**src/rtl/phy_mode_cfg.sv**
```systemverilog
module phy_mode_cfg #(
  parameter int DQ_W = 8,
  parameter int IMP_W = 5,
  parameter int MODE_W = 4,
  parameter int BW_W = 2,
  parameter int TV_W = 32,
  parameter logic [IMP_W-1:0] PAD_DEF = 15,
  parameter logic [TV_W-1:0] LOGIC_TIMING = 32'h0055_3A61
) (
  input  logic              clk,
  input  logic              rst_n,
  input  logic              apply_i,
  input  logic [MODE_W-1:0] mode_i,
  input  logic [BW_W-1:0]   bus_width_i,
  input  logic              clk_on_i,
  input  logic              clk_hi_i,
  input  logic              sdio_card_i,
  input  logic              slow_strap_i,
  input  logic [IMP_W-1:0]  znr_i,
  input  logic [IMP_W-1:0]  zpr_i,
  input  logic              init_done_i,
  output logic              slow_mode_o,
  output logic              sdio_mode_o,
  output logic [DQ_W-1:0]   dq_ddr_o,
  output logic              cmd_ddr_o,
  output logic              dq_async_o,
  output logic [IMP_W-1:0]  znr_o,
  output logic [IMP_W-1:0]  zpr_o,
  output logic              card_clk_en_o,
  output logic              strobe_dis_o,
  output logic              timing_load_o,
  output logic [TV_W-1:0]   timing_val_o,
  output logic              init_start_o
);

  localparam logic [MODE_W-1:0] M_LEGACY = MODE_W'(0);
  localparam logic [MODE_W-1:0] M_MMCHS  = MODE_W'(1);
  localparam logic [MODE_W-1:0] M_SDHS   = MODE_W'(2);
  localparam logic [MODE_W-1:0] M_SDR12  = MODE_W'(3);
  localparam logic [MODE_W-1:0] M_SDR25  = MODE_W'(4);
  localparam logic [MODE_W-1:0] M_DDR50  = MODE_W'(7);
  localparam logic [MODE_W-1:0] M_DDR52  = MODE_W'(8);
  localparam logic [MODE_W-1:0] M_HS400  = MODE_W'(10);

  typedef enum logic [3:0] {
    ST_IDLE, ST_MODE, ST_PAD, ST_GATE, ST_FUNC, ST_UNGATE, ST_TAIL, ST_INIT, ST_WAIT
  } step_t;

  step_t             step_q;
  logic [MODE_W-1:0] req_mode_q, rec_mode_q;
  logic [BW_W-1:0]   rec_bw_q;
  logic              req_sdio_q, req_strap_q, req_hi_q;
  logic              rec_hi_q, rec_valid_q;
  logic [IMP_W-1:0]  znr_q, zpr_q;
  logic [DQ_W-1:0]   dq_ddr_q;
  logic              slow_q, sdio_q, cmd_ddr_q, async_q, clk_en_q, sdis_q, load_q, start_q;

  logic same_req, accept, forget, low_speed, is_legacy, is_ddr, is_hs400, slow_next;

  assign same_req  = rec_valid_q && (mode_i == rec_mode_q) && (clk_hi_i == rec_hi_q)
                     && (bus_width_i == rec_bw_q);
  assign accept    = (step_q == ST_IDLE) && apply_i && clk_on_i && !same_req;
  assign forget    = (step_q == ST_IDLE) && apply_i && !clk_on_i;

  assign is_legacy = (req_mode_q == M_LEGACY);
  assign is_hs400  = (req_mode_q == M_HS400);
  assign is_ddr    = (req_mode_q == M_DDR50) || (req_mode_q == M_DDR52);
  assign low_speed = (req_mode_q == M_MMCHS) || (req_mode_q == M_SDHS) ||
                     (req_mode_q == M_SDR12) || (req_mode_q == M_SDR25);
  assign slow_next = !req_hi_q && (is_legacy ? req_strap_q
                                             : (low_speed && (req_sdio_q || req_strap_q)));

  always_ff @(posedge clk or negedge rst_n) begin
    if (!rst_n) begin
      step_q      <= ST_IDLE;
      req_mode_q  <= '0;
      req_sdio_q  <= 1'b0;
      req_strap_q <= 1'b0;
      req_hi_q    <= 1'b0;
      rec_mode_q  <= '0;
      rec_bw_q    <= '0;
      rec_hi_q    <= 1'b0;
      rec_valid_q <= 1'b0;
    end else begin
      if (forget) rec_valid_q <= 1'b0;
      if (accept) begin
        req_mode_q  <= mode_i;
        req_sdio_q  <= sdio_card_i;
        req_strap_q <= slow_strap_i;
        req_hi_q    <= clk_hi_i;
        rec_mode_q  <= mode_i;
        rec_bw_q    <= bus_width_i;
        rec_hi_q    <= clk_hi_i;
        rec_valid_q <= 1'b1;
      end
      case (step_q)
        ST_IDLE:   if (accept) step_q <= ST_MODE;
        ST_MODE:   step_q <= (is_legacy || slow_next) ? ST_INIT : ST_PAD;
        ST_PAD:    step_q <= ST_GATE;
        ST_GATE:   step_q <= ST_FUNC;
        ST_FUNC:   step_q <= ST_UNGATE;
        ST_UNGATE: step_q <= ST_TAIL;
        ST_TAIL:   step_q <= ST_INIT;
        ST_INIT:   step_q <= ST_WAIT;
        ST_WAIT:   if (init_done_i) step_q <= ST_IDLE;
        default:   step_q <= ST_IDLE;
      endcase
    end
  end

  always_ff @(posedge clk or negedge rst_n) begin
    if (!rst_n) begin
      slow_q    <= 1'b0;
      sdio_q    <= 1'b0;
      dq_ddr_q  <= '0;
      cmd_ddr_q <= 1'b0;
      async_q   <= 1'b0;
      znr_q     <= PAD_DEF;
      zpr_q     <= PAD_DEF;
      clk_en_q  <= 1'b1;
      sdis_q    <= 1'b0;
      load_q    <= 1'b0;
      start_q   <= 1'b0;
    end else begin
      load_q  <= 1'b0;
      start_q <= 1'b0;
      case (step_q)
        ST_MODE: begin
          slow_q <= slow_next;
          if (!is_legacy) sdio_q <= req_sdio_q;
        end
        ST_PAD: begin
          znr_q <= znr_i;
          zpr_q <= zpr_i;
        end
        ST_GATE:   clk_en_q <= 1'b0;
        ST_FUNC: begin
          dq_ddr_q  <= {DQ_W{is_hs400 || is_ddr}};
          cmd_ddr_q <= is_hs400 || is_ddr;
          async_q   <= !is_hs400;
        end
        ST_UNGATE: clk_en_q <= 1'b1;
        ST_TAIL: begin
          load_q <= is_hs400;
          sdis_q <= !is_hs400;
        end
        ST_INIT:   start_q <= 1'b1;
        default: ;
      endcase
    end
  end

  assign slow_mode_o   = slow_q;
  assign sdio_mode_o   = sdio_q;
  assign dq_ddr_o      = dq_ddr_q;
  assign cmd_ddr_o     = cmd_ddr_q;
  assign dq_async_o    = async_q;
  assign znr_o         = znr_q;
  assign zpr_o         = zpr_q;
  assign card_clk_en_o = clk_en_q;
  assign strobe_dis_o  = sdis_q;
  assign timing_load_o = load_q;
  assign timing_val_o  = LOGIC_TIMING;
  assign init_start_o  = start_q;

endmodule

```
**config.mk**
```make
export PLATFORM = sky130hd
export DESIGN_NAME = phy_mode_cfg
export DESIGN_NICKNAME = d
export VERILOG_FILES = /design/src/rtl/phy_mode_cfg.sv
export SDC_FILE = /design/constraint.sdc
export NUM_CORES = 1
export LEC_CHECK = 0
export ABC_AREA = 1
export BUFFER_PORTS_ARGS = -buffer_cell sky130_fd_sc_hd__buf_2
export CORE_MARGIN = 4
export CORE_UTILIZATION = 47
export DETAILED_ROUTE_END_ITERATION = 10
export PLACE_DENSITY = 0.87
export SYNTH_ARGS = -nofsm -noshare
export SYNTH_HDL_FRONTEND = slang
export SYNTH_SLANG_ARGS = --single-unit
```
**constraint.sdc**
```tcl
create_clock -name clk -period 1.5 [get_ports clk]
set_input_delay 0.3 -clock clk [delete_from_list [all_inputs] [get_ports clk]]
set_output_delay 0.3 -clock clk [all_outputs]
set_load 0.01 [all_outputs]
```
# [Word-level counts from Yosys, hierarchy flattened]
# Cells that the tools add are included.
[classes] n_div=0 n_reduce_logical=26 shifts=0 n_mul=0 add_sub_neg=0 bitwise=1 mux=10 eq_ne=20 magnitude_cmp=0
[ops] cell="4-bit one-hot mux with 9 select lines" count=1
[ops] cell="4-bit by 3-bit == test with 1-bit output (second input constant)" count=6
[ops] cell="4-bit by 2-bit == test with 1-bit output (second input constant)" count=4
[ops] cell="4-bit == test (second input constant)" count=3
[ops] cell="1-bit logical AND" count=9
[ops] cell="4-bit by 1-bit == test with 1-bit output (second input constant)" count=2
[ops] cell="4-bit logical NOT" count=2
[ops] cell="4-bit 2-to-1 mux" count=2
[ops] cell="1-bit logical OR" count=7
[ops] cell="1-bit 2-to-1 mux" count=5
[ops] cell="4-bit == test" count=1
[ops] cell="1-bit logical NOT" count=4
[ops] cell="2-bit inequality test (second input constant)" count=2
[ops] cell="2-bit AND reduction" count=2
[ops] cell="2-bit nonzero test" count=2
[ops] cell="3-bit 2-to-1 mux" count=1
[ops] cell="2-bit == test" count=1
[ops] cell="1-bit one-hot mux with 2 select lines" count=1
[ops] cell="1-bit == test" count=1
[ops] cell="1-bit inverter" count=1
[word_totals] memories=0 latchBits=0 wordCells=75 ff_bits=33 input_bits=24 ram_bits=0 output_inout_bits=58 romBits=0

# [Depth between registers and ports, before layout]
# Gate-level depths: netlist of the first run.
[depth] ltp_word=10 mapped_depth=11

# [Least setup slack after synthesis of the first run]
# OpenSTA, ideal clock, no wires.
[synth_timing] path_type="register -> register" startpoint="reg step_q[3]" endpoint="reg req_sdio_q" arrival_time_ns=1.152 period_less_slack_ns=1.267 setup_ns=0.115 path_stages_with_launch=10 path_slack_ns=0.233 path_cell_list="dfrtp_1 inv_2 nand2_2 nor2_2 nand2_2 nor2_4 nand2_4 buf_12 nand2_2 nand2_2"
[synth_between] elab_chain_len=4
[synth_rtl] element="start, declared" line="49" text="step_t step_q;"
[synth_rtl] element="start signal, assigned" line="98" text="ST_MODE: step_q <= (is_legacy || slow_next) ? ST_INIT : ST_PAD;"
[synth_rtl] element="4-bit logical NOT" line="62" text="assign accept = (step_q == ST_IDLE) && apply_i && clk_on_i && !same_req;"
[synth_rtl] element="1-bit logical AND (3 in a row)" line="62"
[synth_rtl] element="end signal, assigned" line="88" text="req_sdio_q <= sdio_card_i;"
[synth_rtl] element="end, declared" line="52" text="logic req_sdio_q, req_strap_q, req_hi_q;"
# Every way passes these cells.
# A chain may end at the register's enable or synchronous reset.

# [Worst setup path after layout of the first run]
[layout_timing] startpoint="reg step_q[3]" endpoint="reg req_strap_q"
[layout_between] elab_chain_len=4
[layout_rtl] element="4-bit logical NOT" line="62"
[layout_rtl] element="1-bit logical AND (3 in a row)" line="62"
[layout_rtl] element="end signal, assigned" line="89" text="req_strap_q <= slow_strap_i;"
[layout_rtl] element="end, declared" line="52"
# Every way passes these cells.

==> results of run 1 <==
cell usage in the layout, fill, tap and decap left out, types with 2 or more instances in the layout:
master / n
buf_2: 49
a21oi_1: 4
clkbuf_8: 5
inv_1: 20
nand2_1: 47
nor3_1: 3
o21ai_2: 7
buf_4: 2
nor2_2: 4
inv_2: 5
nand3_1: 7
dfrtp_1: 22
mux2_2: 10
o21ai_0: 2
conb_1: 32
nor2_1: 16
nand2_2: 8
dfstp_2: 9
cell usage after synthesis:
library cell and number:
a21oi_1 4, a31oi_1 1, buf_12 1, buf_2 1
buf_4 40, clkinv_1 1, conb_1 2, dfrtp_1 23
dfstp_2 9, inv_1 20, inv_2 5, mux2_2 10
nand2_1 47, nand2_2 8, nand2_4 1, nand3_1 7
nand4_1 1, nor2_1 17, nor2_2 3, nor2_4 1
nor3_1 3, o21ai_0 2, o21ai_2 7, o32ai_1 1
state kept, by name, summed over array words and instances, names as in the netlist:
| signal | count |
|---|---|
| zpr_o | 5 |
| rec_mode_q | 4 |
| step_q | 4 |
| sdio_mode_o | 1 |
| req_strap_q | 1 |
| card_clk_en_o | 1 |
| znr_o | 5 |
| strobe_dis_o | 1 |
| rec_bw_q | 2 |
| rec_valid_q | 1 |
| timing_load_o | 1 |
| cmd_ddr_o | 1 |
| slow_mode_o | 1 |
| rec_hi_q | 1 |
| init_start_o | 1 |
| req_sdio_q | 1 |
| dq_async_o | 1 |
cells by family (layout without fill, tap and decap cells):
group,after synthesis,count (layout),share of synthesized area [%]
flip-flops,32,32,43.9
multiplexers,10,10,6.09
buffers and inverters,68,87,22.9
AND/OR/NAND/NOR,88,89,21.0
other,2,32,0.406
AO/OA/AOI/OAI,15,15,5.75
per-layer routing:
metal  up-vias  routed length (um)  GRT usage, %  part of all wire (%)
li1        692                   -             -                     -
met1       646                1320          16.4                    39
met2        56                1690          21.4                    50
met3         5                 306          4.83                   9.1
met4         0                  57          5.64                   1.7
met5         -                   0             0                     0
through the flow:
stage | util (%) | setup TNS (ns) | instance area (um2)
after floorplan | - | 0 | 1960
after global placement | 52.8 | 0 | 1980
after detailed placement | 52.8 | 0 | 1980
after CTS | 55.9 | 0 | 2090
after global routing | 56.6 | -0.0417 | 2120
final | 56.6 | 0 | 2120
worst max path at each step:
stage / start / end / slack (ns) / cells past startpoint
global placement: bus_width_i[0] / step_q[0]$_DFFE_PN0P_ / 0.10 / 11
finish: step_q[3]$_DFFE_PN0P_ / req_strap_q$_DFFE_PN0P_ / 0.05 / 8
CTS: rec_mode_q[1]$_DFFE_PN0P_ / step_q[0]$_DFFE_PN0P_ / 0.03 / 10
detailed placement: rec_mode_q[1]$_DFFE_PN0P_ / step_q[0]$_DFFE_PN0P_ / 0.08 / 10
global route: rec_mode_q[1]$_DFFE_PN0P_ / step_q[0]$_DFFE_PN0P_ / -0.03 / 10
floorplan: step_q[3]$_DFFE_PN0P_ / req_sdio_q$_DFFE_PN0P_ / 0.23 / 9
worst max-delay path, stage by stage, from the launching register on:
cell	delay [ns]
dfrtp_1	0.41
inv_2	0.08
nand2_2	0.07
nor2_2	0.17
nand2_2	0.09
nor2_4	0.22
nand2_4	0.17
nand2_2	0.10
nand2_2	0.04
power groups by stage:
stage / sequential (uW) / combinational [uW] / clock (uW)
floorplan: 1740 / 1350 / 0
global placement: 1640 / 1790 / 0
detailed placement: 1670 / 1840 / 0
CTS: 1650 / 1850 / 820
global route: 1710 / 2070 / 861
finish: 1650 / 1850 / 791
timing repair:
action	CTS	global route
hold buffers	1	0
setup endpoints to repair	0	9
endpoints found under the hold margin	13	0
resized for setup	0	3
area by class of cell:
cell class | instances | area, um2 | area share [%]
clock buffer | 6 | 72.6 | 3.43
inverter | 26 | 97.6 | 4.61
multi-input combinational | 146 | 749 | 35.4
tap | 48 | 60.1 | 2.84
clock inverter | 2 | 35.0 | 1.65
sequential | 32 | 813 | 38.4
timing repair buffer | 53 | 290 | 13.7
==> impl_results.md, run 1 <==
- Outcome: finished, final reports clean
- Drt total wl: 3380 um
- Hold Crit Class: in2reg
- First drt pass iteration count: 4
- # IOs: 82
- RSZ-0062 raised after global routing: yes
- Int Pwr: roughly 2600 uW
- Leak: 0.00114 uW
- Worst Setup End Kind: flip-flop
- Distinct cells, synth: 24
- Fin crit share: 96.4%
- Total Nets Final: 288
- Tmin final: 1.45 ns
- Highest Clock Rate: 0.691 GHz
- Initial Utilization: 49.4%
- Max-Cap Viols: 0
- GR Overflow Total: 0
- Pre-CTS setup slack: ~0.077 ns
- Port Buffers: 49
- Pwr Density: 2030 mW/mm2
- Critical path required time: 1.67 ns
- WL/cell: 10.8 um
- Initial drt markers: 46
- Die width: 70.7 um
- Net Switching: 1650 uW
- Hold path depth: 2
- CTS Buf Count: 5
- Placed insts: 303
- N_diodes: 0
- Crit path DAT: 1.62 ns
- Total Die Area: 0.00500 mm2
- Clk_skew: 0.00212 ns
- Largest net degree at the start of global routing: 19
- Vias: 1399
- Syn Inst Count: roughly 220
- Seq pwr share: 38.5%
- Setup Fix Bufs, Post-CTS: 0
- Final worst slack: 0.0538 ns
- Critical path startpoint category: flip-flop
- Fin cells: 313
- Sw Share: 38.5%
- DPL Wire Length: 2580 um
- First-pass GRT wire length: 5300 um
- Placer Congestion: 0.818
- Die H: approximately 70 um
- Reg2Reg Launch Point: step_q[3]$_DFFE_PN0P_
- VDD IR-drop max: 1.07 mV
- Sequential share of the synthesized area: 43.9%
- Synth Warn #: 0
- Filler instances: 357
- Initial antenna violation count: 0
- Hold endpoint: zpr_o[4]$_DFFE_PN0P_
- Max Slew Vio Count: 0
- P&R area growth vs syn: 14.5%
- Synthesized cell area: around 0.0018 mm2
- Yosys top cell by area: dfrtp_1
- Clk root buf: clkbuf_8
- R2r setup slk: 0.05 ns
- Min Hold Slack: 0.249 ns
- TritonCTS clock tree: done
- # setup viols final: 0
- Max Root-Sink Buffers: 2
- Top-area cell type share of the netlist area: 31.1%
- Hold path start: zpr_i[4]
- Yosys reg bits: 32
- Clock Pin Slew Worst Setup and Hold Paths: roughly 0.060 ns
- CORE AREA: 0.00374 mm2
- Reg2Reg Depth: 8
- Clock Sinks: 32
- Number of global-route vias before repair: 1242
- Logic pwr share: a little over two fifths
- Layout cells sized above 1: 40.0%
- Worst skew pair latency: 0.28 ns
- Antenna viol nets, final: 0
- Clock power share: 18.4%
- Total power: 4290 uW
- Final Hold Vio Count: 0
- Reg-to-reg endpoint: req_strap_q$_DFFE_PN0P_
- Max FO, Critical Path: 9
- H-tree depth: 2
- Via-per-instance ratio: 4.47
- Mean area per synthesized cell: 8.60 um2
- Kind of critical path: reg2reg
- Total GRT Usage: 13.4%
- FP Rows: 22
- Post-route DRC: 0
- Cell types occupying the most area after synthesis: dfrtp_1 31%, buf_4 16%, dfstp_2 13%, nand2_1 9.5%, mux2_2 6.1%
(Power assumes the default switching activity.)
==> run 2: changes to the inputs <==
CORE_UTILIZATION = 25   (was 47)
PLACE_DENSITY = 0.55   (was 0.87)
==> impl_results.md, run 2 (synthesis gave the netlist of run 1 again) <==
- Kind of critical path: reg2reg (unchanged)
- First drt pass iteration count: 4 (unchanged)
- # setup viols final: 0 (unchanged)
- Drt total wl: 3710 um (was 3380 um)
- WL/cell: 10.2 um (was 10.8 um)
- VDD IR-drop max: 0.539 mV (was 1.07 mV)
- Min Hold Slack: 0.231 ns (was 0.249 ns)
- Via-per-instance ratio: 3.72 (was 4.47)
- Clk_skew: 0.00334 ns (was 0.00212 ns)
- Clk root buf: clkbuf_8 (unchanged)
- Clock Sinks: 32 (unchanged)
- DPL Wire Length: 2950 um (was 2580 um)
- Highest Clock Rate: 0.726 GHz (was 0.691 GHz)
- Crit-path cells: inv_2 > nand2_2 > nor2_4 > nand2_2 > nor2_4 > nand2_8 > nand2_1 > nand2_1 > nor2_1 (was inv_2 > nand2_2 > nor2_2 > nand2_2 > nor2_4 > nand2_4 > nand2_2 > nand2_2)
- Setup Fix Bufs, Post-CTS: 0 (unchanged)
- Total Nets Final: 288 (unchanged)
- Vias: 1354 (was 1399)
- CORE AREA: 0.00721 mm2 (was 0.00374 mm2)
- Pre-CTS setup slack: 0.0721 ns (was 0.0767 ns)
- Worst skew pair latency: 0.28 ns (about the same)
- Worst Setup End Kind: flip-flop (unchanged)
- Max-Cap Viols: 0 (unchanged)
- Initial drt markers: 60 (was 46)
- Placer Congestion: 0.778 (was 0.818)
- Final Hold Vio Count: 0 (unchanged)
- Tmin final: 1.38 ns (was 1.45 ns)
- Post-route DRC: 0 (unchanged)
- Initial Utilization: 25.6% (was 49.4%)
- CTS Buf Count: 5 (unchanged)
- First-pass GRT wire length: 5830 um (was 5300 um)
- N_diodes: 0 (unchanged)
- Crit path DAT: 1.59 ns (was 1.62 ns)
- Critical path startpoint category: flip-flop (unchanged)
- Pwr Density: 1930 mW/mm2 (was 2030 mW/mm2)
- Port Buffers: 49 (unchanged)
- Antenna viol nets, final: 0 (unchanged)
- Util after Layout: 30.0% (was 56.6%)
- # IOs: 82 (unchanged)
- H-tree depth: 2 (unchanged)
- Outcome: finished, final reports clean (unchanged)
- Max Root-Sink Buffers: 2 (unchanged)
- Fin crit share: 91.8% (was 96.4%)
- Commonest non-fill, non-tap cell in the layout: buf_2 (unchanged)
- Layout cells sized above 1: 40.4% (was 40.0%)
- GR Overflow Total: 0 (unchanged)
- Initial antenna violation count: 0 (unchanged)
- Total Die Area: 0.00884 mm2 (was 0.00500 mm2)
- Leak: 0.00113 uW (was 0.00114 uW)
- P&R area growth vs syn: 16.8% (was 14.5%)
- RSZ-0062 raised after global routing: yes (unchanged)
- Die H: 94.0 um (was 70.7 um)
- Clock Pin Slew Worst Setup and Hold Paths: 0.07 ns (was 0.06 ns)
- TritonCTS clock tree: done (unchanged)
- FP Rows: 31 (was 22)
- Final worst slack: 0.123 ns (was 0.0538 ns)
- Slowest cell delay on critical path: 0.44 ns (was 0.41 ns)
- Number of global-route vias before repair: 1232 (was 1242)
- Max Slew Vio Count: 0 (unchanged)
- Largest net degree at the start of global routing: 19 (unchanged)
- Hold Crit Class: in2reg (unchanged)
- Critical path required time: 1.71 ns (was 1.67 ns)
- Total GRT Usage: 8.57% (was 13.4%)
- Most frequent cells in the layout: 49 x buf_2, 47 x nand2_1, 32 x conb_1 (unchanged)
- Max FO, Critical Path: 18 (was 9)
- Critical path's slowest cell: dfrtp_2 (was dfrtp_1)
- Die width: 94.0 um (was 70.7 um)
run 2: cell types whose count changed in the layout (fill, tap and decap cells not counted):
| cell | delta |
|---|---|
| buf_4 | +1 |
| bufinv_16 | -1 |
| clkbuf_1 | +1 |
| dfrtp_1 | -1 |
| dfrtp_2 | +1 |
| nand2_4 | -1 |
| nor2_1 | -1 |
| nor2_4 | +1 |
run 2: final cells by class:
class,count,area (um2)
clock buffers,7,76.3
well taps,99,124
multi-input cells,145,746
flip-flops and latches,32,815
inverters,26,97.6
fillers,810,5050
clock inverters,1,5.00
repair buffers,54,298
run 2: final timing paths:
path	end	depth (start not counted)	slack, ns	start
setup / recovery	step_q[0]$_DFFE_PN0P_	9	0.12	step_q[0]$_DFFE_PN0P_
hold / removal	step_q[3]$_DFFE_PN0P_	2	0.23	init_done_i
setup reg to reg	step_q[0]$_DFFE_PN0P_	9	0.12	step_q[0]$_DFFE_PN0P_
hold reg to reg	card_clk_en_o$_DFFE_PN1P_	2	0.46	card_clk_en_o$_DFFE_PN1P_
max in group asynchronous	zpr_o[0]$_DFFE_PN1P_	3	0.49	rst_n
min in group asynchronous	cmd_ddr_o$_DFFE_PN0P_	2	0.49	rst_n
run 2: critical path, delay by kind of cell (launching register included):
kind	cells	cell delay [ns]
AND/OR/NAND/NOR	8	0.80
flip-flops	1	0.44
buffers and inverters	1	0.07
run 2: metal layers:
| layer | wire, um | up-vias | GRT usage (%) |
|---|---|---|---|
| li1 | - | 686 | - |
| met1 | 1640 | 612 | 10.9 |
| met2 | 1740 | 50 | 13.5 |
| met3 | 273 | 6 | 2.72 |
| met4 | 50 | 0 | 3.25 |
| met5 | 0 | - | 0 |
run 2: power breakdown:
part	total, uW	leakage, uW	internal (uW)	switching, uW
clock network	629	0.0000422	325	304
registers	1660	0.000374	1360	298
logic	1880	0.000712	807	1070
total	4170	0.00113	2490	1670
run 2: per-stage QoR:
step           setup TNS, ns  area, um2  cells  total power, uW
6_report                   0       2160    364             4170
5_1_grt              -0.0433       2160    364             4580
4_1_cts                    0       2140    364             4200
3_5_place_dp               0       2050    355             3540
3_3_place_gp               0       2050    355             3500
2_1_floorplan              0       1960    245             3090
run 2: what timing repair did:
| action | in CTS | in global routing |
|---|---|---|
| resized for setup | 0 | 6 |
| setup endpoints to repair | 0 | 14 |
| hold endpoints to repair | 12 | 0 |
| hold buffers | 1 | 0 |
